### config.mk
export PLATFORM = sky130hd
export DESIGN_NAME = dsp_operand_fmt
export DESIGN_NICKNAME = d
export VERILOG_FILES = /design/src/rtl/dspfmt_pkg.sv /design/src/rtl/dspfmt_src_shape.sv /design/src/rtl/dspfmt_dst_shape.sv /design/src/rtl/dspfmt_dst_onehot.sv /design/src/rtl/dsp_operand_fmt.sv
export SDC_FILE = /design/constraint.sdc
export NUM_CORES = 1
export LEC_CHECK = 0
export BUFFER_PORTS_ARGS = -buffer_cell sky130_fd_sc_hd__buf_2
export CORE_AREA = 4 4 113 115
export DETAILED_ROUTE_END_ITERATION = 12
export DIE_AREA = 0 0 117 119
export PLACE_DENSITY = 0.53
export SLEW_MARGIN = 20
export SYNTH_ARGS = -nofsm -noshare
export SYNTH_HDL_FRONTEND = slang
export SYNTH_HIERARCHICAL = 1
export SYNTH_SLANG_ARGS = --single-unit
### constraint.sdc
create_clock -name vclk -period 1.95
set_input_delay 0.0975 -clock vclk [all_inputs]
set_output_delay 0.0975 -clock vclk [all_outputs]
set_load 0.1 [all_outputs]
### src/rtl/dspfmt_pkg.sv
package dspfmt_pkg;

    localparam int ACC_W    = 40;
    localparam int REG_W    = 32;
    localparam int LO_W     = 16;
    localparam int SEL_W    = 3;
    localparam int NUM_REGS = 2 ** SEL_W;

    typedef enum logic [1:0] {
        CLS_FIXED = 2'b00,
        CLS_INT   = 2'b01,
        CLS_LOGIC = 2'b10,
        CLS_RSVD  = 2'b11
    } op_class_e;

    typedef enum logic [SEL_W-1:0] {
        RG_ACC0 = 3'd0,
        RG_ACC1 = 3'd1,
        RG_MUL0 = 3'd2,
        RG_MUL1 = 3'd3,
        RG_XD0  = 3'd4,
        RG_XD1  = 3'd5,
        RG_YD0  = 3'd6,
        RG_YD1  = 3'd7
    } reg_code_e;

    // Internal shaping mode derived from the operation class.
    typedef enum logic [1:0] {
        SHAPE_FULL  = 2'd0,
        SHAPE_INT   = 2'd1,
        SHAPE_LOGIC = 2'd2
    } shape_e;

    function automatic shape_e class_to_shape(input logic [1:0] cls);
        shape_e s;
        unique case (cls)
            CLS_INT:   s = SHAPE_INT;
            CLS_LOGIC: s = SHAPE_LOGIC;
            default:   s = SHAPE_FULL;   // fixed-point and reserved code
        endcase
        return s;
    endfunction

    function automatic logic is_acc(input logic [SEL_W-1:0] sel);
        return (sel == RG_ACC0) || (sel == RG_ACC1);
    endfunction

endpackage

### src/rtl/dspfmt_src_shape.sv
module dspfmt_src_shape
    import dspfmt_pkg::*;
#(
    parameter int P_ACC_W = ACC_W,
    parameter int P_REG_W = REG_W,
    parameter int P_LO_W  = LO_W
) (
    input  logic [SEL_W-1:0]   sel,
    input  logic [P_ACC_W-1:0] raw,
    input  shape_e             shape,
    output logic [P_ACC_W-1:0] opnd
);
    localparam int GUARD_W = P_ACC_W - P_REG_W;

    logic               acc;
    logic [GUARD_W-1:0] guard;
    logic [P_REG_W-1:0] body;

    always_comb begin
        acc   = is_acc(sel);
        body  = raw[P_REG_W-1:0];
        guard = acc ? raw[P_ACC_W-1:P_REG_W] : {GUARD_W{raw[P_REG_W-1]}};
        unique case (shape)
            SHAPE_FULL:  opnd = {guard, body};
            SHAPE_INT:   opnd = {guard, body[P_REG_W-1:P_LO_W], {P_LO_W{1'b0}}};
            SHAPE_LOGIC: opnd = {{GUARD_W{1'b0}}, body[P_REG_W-1:P_LO_W], {P_LO_W{1'b0}}};
            default:     opnd = '0;
        endcase
    end
endmodule

### src/rtl/dspfmt_dst_shape.sv
module dspfmt_dst_shape
    import dspfmt_pkg::*;
#(
    parameter int P_ACC_W = ACC_W,
    parameter int P_REG_W = REG_W,
    parameter int P_LO_W  = LO_W
) (
    input  logic [SEL_W-1:0]   sel,
    input  logic [P_ACC_W-1:0] result,
    input  shape_e             shape,
    output logic [P_ACC_W-1:0] wr_data,
    output logic [P_ACC_W-1:0] wr_mask
);
    localparam int GUARD_W = P_ACC_W - P_REG_W;

    logic               acc;
    logic [GUARD_W-1:0] guard_keep;

    always_comb begin
        acc        = is_acc(sel);
        guard_keep = acc ? result[P_ACC_W-1:P_REG_W] : '0;
        wr_mask    = acc ? '1 : {{GUARD_W{1'b0}}, {P_REG_W{1'b1}}};
        unique case (shape)
            SHAPE_FULL:  wr_data = {guard_keep, result[P_REG_W-1:0]};
            SHAPE_INT:   wr_data = {guard_keep, result[P_REG_W-1:P_LO_W], {P_LO_W{1'b0}}};
            SHAPE_LOGIC: wr_data = {{GUARD_W{1'b0}}, result[P_REG_W-1:P_LO_W], {P_LO_W{1'b0}}};
            default:     wr_data = '0;
        endcase
    end
endmodule

### src/rtl/dspfmt_dst_onehot.sv
module dspfmt_dst_onehot
    import dspfmt_pkg::*;
#(
    parameter int P_NUM = NUM_REGS
) (
    input  logic [SEL_W-1:0] sel,
    output logic [P_NUM-1:0] en
);
    for (genvar i = 0; i < P_NUM; i++) begin : g_dec
        assign en[i] = (sel == SEL_W'(i));
    end
endmodule

### src/rtl/dsp_operand_fmt.sv
module dsp_operand_fmt
    import dspfmt_pkg::*;
(
    input  logic [SEL_W-1:0]    src_a_sel,
    input  logic [ACC_W-1:0]    src_a_raw,
    input  logic [SEL_W-1:0]    src_b_sel,
    input  logic [ACC_W-1:0]    src_b_raw,
    input  logic [1:0]          op_class,
    input  logic [SEL_W-1:0]    dst_sel,
    input  logic [ACC_W-1:0]    result,
    output logic [ACC_W-1:0]    opnd_a,
    output logic [ACC_W-1:0]    opnd_b,
    output logic [ACC_W-1:0]    wr_data,
    output logic [ACC_W-1:0]    wr_mask,
    output logic [NUM_REGS-1:0] wr_en
);
    localparam int NUM_SRC = 2;

    shape_e           shape;
    logic [SEL_W-1:0] sel_v [NUM_SRC];
    logic [ACC_W-1:0] raw_v [NUM_SRC];
    logic [ACC_W-1:0] opn_v [NUM_SRC];

    assign shape    = class_to_shape(op_class);
    assign sel_v[0] = src_a_sel;
    assign sel_v[1] = src_b_sel;
    assign raw_v[0] = src_a_raw;
    assign raw_v[1] = src_b_raw;
    assign opnd_a   = opn_v[0];
    assign opnd_b   = opn_v[1];

    for (genvar s = 0; s < NUM_SRC; s++) begin : g_src
        dspfmt_src_shape u_src (
            .sel   (sel_v[s]),
            .raw   (raw_v[s]),
            .shape (shape),
            .opnd  (opn_v[s])
        );
    end

    dspfmt_dst_shape u_dst (
        .sel     (dst_sel),
        .result  (result),
        .shape   (shape),
        .wr_data (wr_data),
        .wr_mask (wr_mask)
    );

    dspfmt_dst_onehot u_en (
        .sel (dst_sel),
        .en  (wr_en)
    );
endmodule

==> results of run 1 <==
[cells in the final DEF (no fill, tap or decap)]
cell type and n:
buf_2 226, and2_1 64, buf_12 40, conb_1 32, or3b_1 16, a21oi_2 16
nor3b_1 16, nor4b_4 8, a21boi_1 7, a21boi_2 7, buf_4 4, nor3b_2 3
and3b_2 3, nand2_2 2, nor2_4 2, o21ai_1 2, a21boi_0 2, nor2b_4 1
and2b_2 1, nor2_1 1, nor3_2 1, and3_2 1
[kinds of logic after synthesis]
family	count (synthesis)
AOI/OAI and AO/OA	34
buffers and inverters	55
other	1
and+or+nand+nor	119
[worst min-delay path, stage by stage]
cell and delay [ns]:
buf_2 0.07, and2_1 0.15, buf_12 0.18
[worst paths after layout]
path / startpoint / to / cells past startpoint
max: op_class[0] / opnd_b[19] / 6
min: src_a_raw[7] / opnd_a[7] / 3
[cell type report]
type | count | area, sq um | share of cell area
Timing Repair Buffer | 270 | 1960 | 0.551
Tap cell | 147 | 184 | 0.0517
Multi-Input combinational cell | 185 | 1410 | 0.397
[layer usage]
| metal | share of wire | wire length (um) |
|---|---|---|
| met5 | 0 | 0 |
| met4 | 0.014 | 108 |
| met3 | 0.096 | 737 |
| met2 | 0.53 | 4110 |
| met1 | 0.36 | 2740 |
[through the flow]
stage	setup TNS [ns]	util
after floorplan	-17.55	-
after global placement	0	0.301
after detailed placement	0	0.301
after CTS	0	0.301
after global routing	0	0.301
final	0	0.301
[cell usage after synthesis (all sizes together)]
cell type / number / share of area
and2: 64 / 0.27
nor3: 1 / 0.0033
or3b: 16 / 0.093
nor3b: 19 / 0.095
clkbuf: 3 / 0.010
nor2: 3 / 0.018
and2b: 1 / 0.0058
nand2: 2 / 0.0083
o21ai: 2 / 0.0067
and3: 1 / 0.0050
nor2b: 1 / 0.0042
a21boi: 16 / 0.080
and3b: 3 / 0.020
conb: 1 / 0.0025
nor4b: 8 / 0.080
buf: 52 / 0.25
a21oi: 16 / 0.053
[power by group]
group	internal, mW	total, mW	switching (mW)	leakage (nW)
clock network	0	0	0	0
logic	0.503	2.38	1.88	1.85
registers	0	0	0	0
==> results.toml, run 1 <==
[logic_synthesis]
synth_warnings = 6
syn-cell-area_sq_mm = 0.00150
seq_area_frac_synth = 0
muxShareOfSynthArea = 0
synth_compound_area_frac = 0.140
synth_top_family_by_area = "simple AND/OR/NAND/NOR gates"
synthSimpleGateAreaFrac = 0.600
avgSynthCellArea_sq_um = 7.18
synth_fa_ha_area_frac = 0
synth_cell_type_count = 21
synth-xor-area-share = 0
synthCells = 209

[layout]
seq_cells = 0
num-nets-final = 588
fillCellCount = 1257
area_growth_pct = 137
instances_no_fill = 602
ff_latch_area_sq_um = 0
diodes = 0
final_cell_area_sq_mm = 0.00356
n_clock_buffer = 0
layout-drive-gt1-share = 0.692

[run]
drv_cap = 0

[sta]
rsz0062_at_grt = "false"
fin_ws_ns = 0.419
max_slew.worst_pin.slew_ns = 0.833
slew_violations = 0
fin_crit_sh = 0.785
hold_viol_final = 0
relSlewSlack = 0.441
hold_slack_ns = 0.599
clock.fmax_mhz = 653
period_needed_ns = 1.53
final-setup-viol-count = 0

[critical_path]
worstPathCellList = "buf_2, nor2b_4, buf_4, nand2_2, and2_1, buf_2"
critical_path_class = "primary input to output pin"
worstPathArrival_ns = 1.43
setup.worst_path.start_class = "primary input"
critPathTopFamily = "buffers and inverters"
cp_slowest_cell = "buf_4"
crit_buf_inv = 3
cp.required_ns = 1.85
cp_common_cell = "buf_2"
cp-end-kind = "output pin"
crit_fanout = 31
cp_slowest_stage_delay_ns = 0.33

[cts]
cts_resized = 0
hold_buffers = 0
post_cts_buffers = 0

[global_routing]
grt_pass1_wl_um = 10600
grt_usage = 0.0920
top_usage_layer = "met2"
use_met1 = 0.100
overflow = 0
grt_max_degree = 32
grtUsageMet3 = 0.00915
antenna_found_initial = 0
grt_util_met2 = 0.188
first_global_vias = 2099

[drt]
drtIter0Drc = 40
vias = 2285
drc = 0
ant_nets = 0
vias_per_cell = 3.80
wl_per_cell_um = 12.8
dr.pass1.iters = 4
wl_um = 7690

[placed_design]
gp_congestion = 0.845
dp_cells = 602
io_buffer_count = 265
dpl.hpwl_um = 6990
place_area_sq_mm = 0.00356
pre_cts_ws_ns = 0.387

[power]
power_mw = 2.38
p_per_area_mw_per_mm2 = 668
peakVddDrop_uv = 256
p_leak_nw = 1.85

[hold_path]
hp-class = "primary input to output pin"

[die]
io_pins = 299
rows = 40
core-area_sq_mm = 0.0118
initial_core_util = 0.127
die_x_um = 117
fp.dieArea_sq_mm = 0.0139
dieHeight_um = 119

[status]
status = "completed"
Power figures use the tool's default switching activity.
==> inputs of run 2 (changes only) <==
- CORE_AREA: 4 4 113 115 -> 4 4 114 116
- DIE_AREA: 0 0 117 119 -> 0 0 118 120
- PLACE_DENSITY: 0.53 -> 0.52
- clock period: 1.95 -> 1.5 ns (I/O delays scaled with it)
==> run 2 against run 1 <==
Effect of this change:
- global-route usage increased by 1.6 points
- die area rose by 1.7%
- first-iteration DRC count down 33%
- critical path depth did not move
- flip-flop and latch count did not move
- core utilization increased by 9.3 points
- final cell count grew 0.83%
- design area rose by 32%
- count of clock-buffer cells in the layout is the same
- via count fell by 0.57%
- sequential share of layout area unchanged
- largest cell class unchanged
- largest power group unchanged
==> results.toml, run 2 (synthesized netlist as in run 1, its figures left out) <==
[status]
status = "completed"

[sta]
setup_tns_ns = 0
max_slew.worst_pin.slew_ns = 0.819
clock.fmax_mhz = 719
hold_viol_final = 0
slew_violations = 0
relSlewSlack = 0.450
period_needed_ns = 1.39
final-setup-viol-count = 0
rsz0062_at_grt = "false"
fin_crit_sh = 0.927

[layout]
ff_latch_area_sq_um = 0
n_clock_buffer = 0
diodes = 0
seq_cells = 0
area_growth_pct = 213
layout_commonest_cell = "buf_2"
multi_input_area_sq_mm = 0.00169
final_cell_area_sq_mm = 0.00470
layout-drive-gt1-share = 0.793
layout_common_cells = "173 x buf_2, 95 x buf_12, 44 x and2_1, 32 x conb_1, 20 x and2_2"
fillCellCount = 1191
num-nets-final = 593

[critical_path]
setup.worst_path.start_class = "primary input"
crit_fanout = 16
critical_path_class = "primary input to output pin"
cp.required_ns = 1.42
worstPathArrival_ns = 1.32
cp-end-kind = "output pin"

[global_routing]
grt_pass1_wl_um = 13000
grt_max_degree = 31
overflow = 0
first_global_vias = 2319
grt_usage = 0.108
grt_util_met2 = 0.202
top_usage_layer = "met2"
use_met1 = 0.135
antenna_found_initial = 0
grtUsageMet3 = 0.0203

[placed_design]
gp_congestion = 0.749
dpl.hpwl_um = 7850
io_buffer_count = 265
place_area_sq_mm = 0.00470

[power]
p_per_area_mw_per_mm2 = 756
intPower_mw = 1.01
p_leak_nw = 2.23
seqPwrFrac = 0
power_mw = 3.55
peakVddDrop_uv = 591
p_switching_mw = 2.54
p_clk_frac = 0
combinationalPowerShare = 1.000
switching_share = 0.715

[drt]
drc = 0
dr.pass1.iters = 4
vias_per_cell = 3.74
drtIter0Drc = 27
vias = 2272
ant_nets = 0
wl_per_cell_um = 14.3
wl_um = 8680

[die]
die_x_um = 118
fp.dieArea_sq_mm = 0.0142
rows = 40
io_pins = 299
initial_core_util = 0.126
dieHeight_um = 120
core-area_sq_mm = 0.0119

[cts]
post_cts_buffers = 0
cts_resized = 0
hold_buffers = 0

[run]
drv_cap = 0

[hold_path]
hp-class = "primary input to output pin"
run 2: power by group through the flow:
stage	logic, mW	clock network (mW)	registers (mW)
2_1_floorplan	2.57	0	0
3_3_place_gp	3.55	0	0
3_5_place_dp	3.57	0	0
4_1_cts	3.57	0	0
5_1_grt	3.65	0	0
6_report	3.55	0	0
run 2: path summary, 6_finish.rpt:
| check | from | to | slack, ns | cells past startpoint |
|---|---|---|---|---|
| min | result[32] | wr_data[32] | 0.54 | 3 |
| max | op_class[1] | opnd_a[19] | 0.11 | 6 |
run 2: cell type report:
cell class                 count  area share
timing repair buffer         275       0.601
multi-input combinational    185       0.360
tap                          147      0.0392
run 2: per-stage QoR:
stage,hold WS [ns],setup slack [ns],utilization,cells
2_1_floorplan,0.328,-0.673,-,240
3_3_place_gp,0.537,0.143,0.394,607
3_5_place_dp,0.538,0.116,0.394,607
4_1_cts,0.538,0.114,0.394,607
5_1_grt,0.544,0.0319,0.394,607
6_report,0.537,0.109,0.394,607
run 2: metal layers:
layer / share of wire / wire [um]
met2: 0.54 / 4690
met1: 0.39 / 3380
met3: 0.067 / 584
met5: 0 / 0
met4: 0.0018 / 16
run 2: critical path, cell delays in order:
cell     delay (ns)
buf_2          0.11
nor2b_4        0.13
buf_4          0.20
nand2_2        0.20
and2_1         0.17
buf_2          0.43
==> inputs of run 3 (changes only) <==
- BUFFER_PORTS_ARGS: -buffer_cell sky130_fd_sc_hd__buf_2 -> -buffer_cell sky130_fd_sc_hd__buf_4
==> run 3 against run 2 <==
Effect of this change:
- combinational power down 9.9%
- core utilization down 5.6 points
- die area unchanged
- critical path depth unchanged
- critical path type unchanged
- largest power group unchanged
- highest routed layer unchanged
==> results.toml, run 3 (synthesized netlist as in run 1, its figures left out) <==
[status]
status = "completed"

[sta]
max_slew.worst_pin.slew_ns = 0.819
relSlewSlack = 0.450
fin_ws_ns = 0.155
hold_viol_final = 0
period_needed_ns = 1.34
clock.fmax_mhz = 744
fin_crit_sh = 0.897
final-setup-viol-count = 0
rsz0062_at_grt = "false"
slew_violations = 0
setup_tns_ns = 0

[die]
io_pins = 299
initial_core_util = 0.126
fp.dieArea_sq_mm = 0.0142
dieHeight_um = 120
rows = 40
core-area_sq_mm = 0.0119
die_x_um = 118

[power]
p_switching_mw = 2.45
peakVddDrop_uv = 394
seqPwrFrac = 0
p_clk_frac = 0
combinationalPowerShare = 1.000
power_mw = 3.20
p_per_area_mw_per_mm2 = 794
switching_share = 0.767
intPower_uw = 744
p_leak_nw = 2.04

[layout]
final_cell_area_sq_mm = 0.00403
n_clock_buffer = 0
layout-drive-gt1-share = 0.795
num-nets-final = 596
layout_commonest_cell = "buf_4"
diodes = 0
layout_common_cells = "273 x buf_4, 44 x and2_1, 32 x conb_1, 20 x and2_2"
final_core_util = 0.338
area_growth_pct = 168
seq_cells = 0
ff_latch_area_sq_um = 0

[global_routing]
grt_pass1_wl_um = 12200
first_global_vias = 2179
grt_usage = 0.101
grt_max_degree = 18
antenna_found_initial = 0
overflow = 0

[placed_design]
pre_cts_ws_ns = 0.139
gp_congestion = 0.826
dpl.hpwl_um = 7500
place_area_sq_mm = 0.00403
io_buffer_count = 265

[run]
drv_cap = 0

[drt]
vias_per_cell = 3.71
drc = 0
dr.pass1.iters = 4
wl_um = 8450
drtIter0Drc = 26
wl_per_cell_um = 13.9
ant_nets = 0
vias = 2261

[critical_path]
critical_path_class = "primary input to output pin"
critPathLaunch = "op_class[0]"
worstPathArrival_ns = 1.27
setup.worst_path.start_class = "primary input"
cp.required_ns = 1.42
crit_fanout = 15
cp-end-kind = "output pin"

[hold_path]
hp-start = "dst_sel[0]"
hp-class = "primary input to output pin"

[cts]
cts_resized = 0
hold_buffers = 0
post_cts_buffers = 0
-- run 3: power by group through the flow --
stage	Combinational (mW)	Sequential [mW]	Clock, mW
6_report	3.20	0	0
5_1_grt	3.28	0	0
4_1_cts	3.22	0	0
3_5_place_dp	3.21	0	0
3_3_place_gp	3.21	0	0
2_1_floorplan	2.57	0	0
-- run 3: worst paths after layout --
check,endpoint,cells past startpoint
max,wr_data[7],6
min,wr_en[0],3
-- run 3: worst max-delay path: stages --
cell and delay, ns:
buf_4 0.12, and2b_4 0.23, buf_12 0.19, buf_4 0.16
nor3b_4 0.17, buf_4 0.31
-- run 3: cell type report --
cell class	count	area, sq um
well taps	147	184
fillers	1239	7890
multi-input cells	185	1690
repair buffers	278	2150
-- run 3: routing by layer --
layer / global-route usage / share of wire
met1: 0.125 / 0.38
met2: 0.191 / 0.55
met3: 0.0198 / 0.067
met4: 0.00293 / 0.0025
met5: 0 / 0
-- run 3: per-stage QoR --
| stage | hold WS, ns | std cells |
|---|---|---|
| after floorplan | 0.328 | 240 |
| after global placement | 0.551 | 610 |
| after detailed placement | 0.561 | 610 |
| after CTS | 0.560 | 610 |
| after global routing | 0.579 | 610 |
| final | 0.556 | 610 |
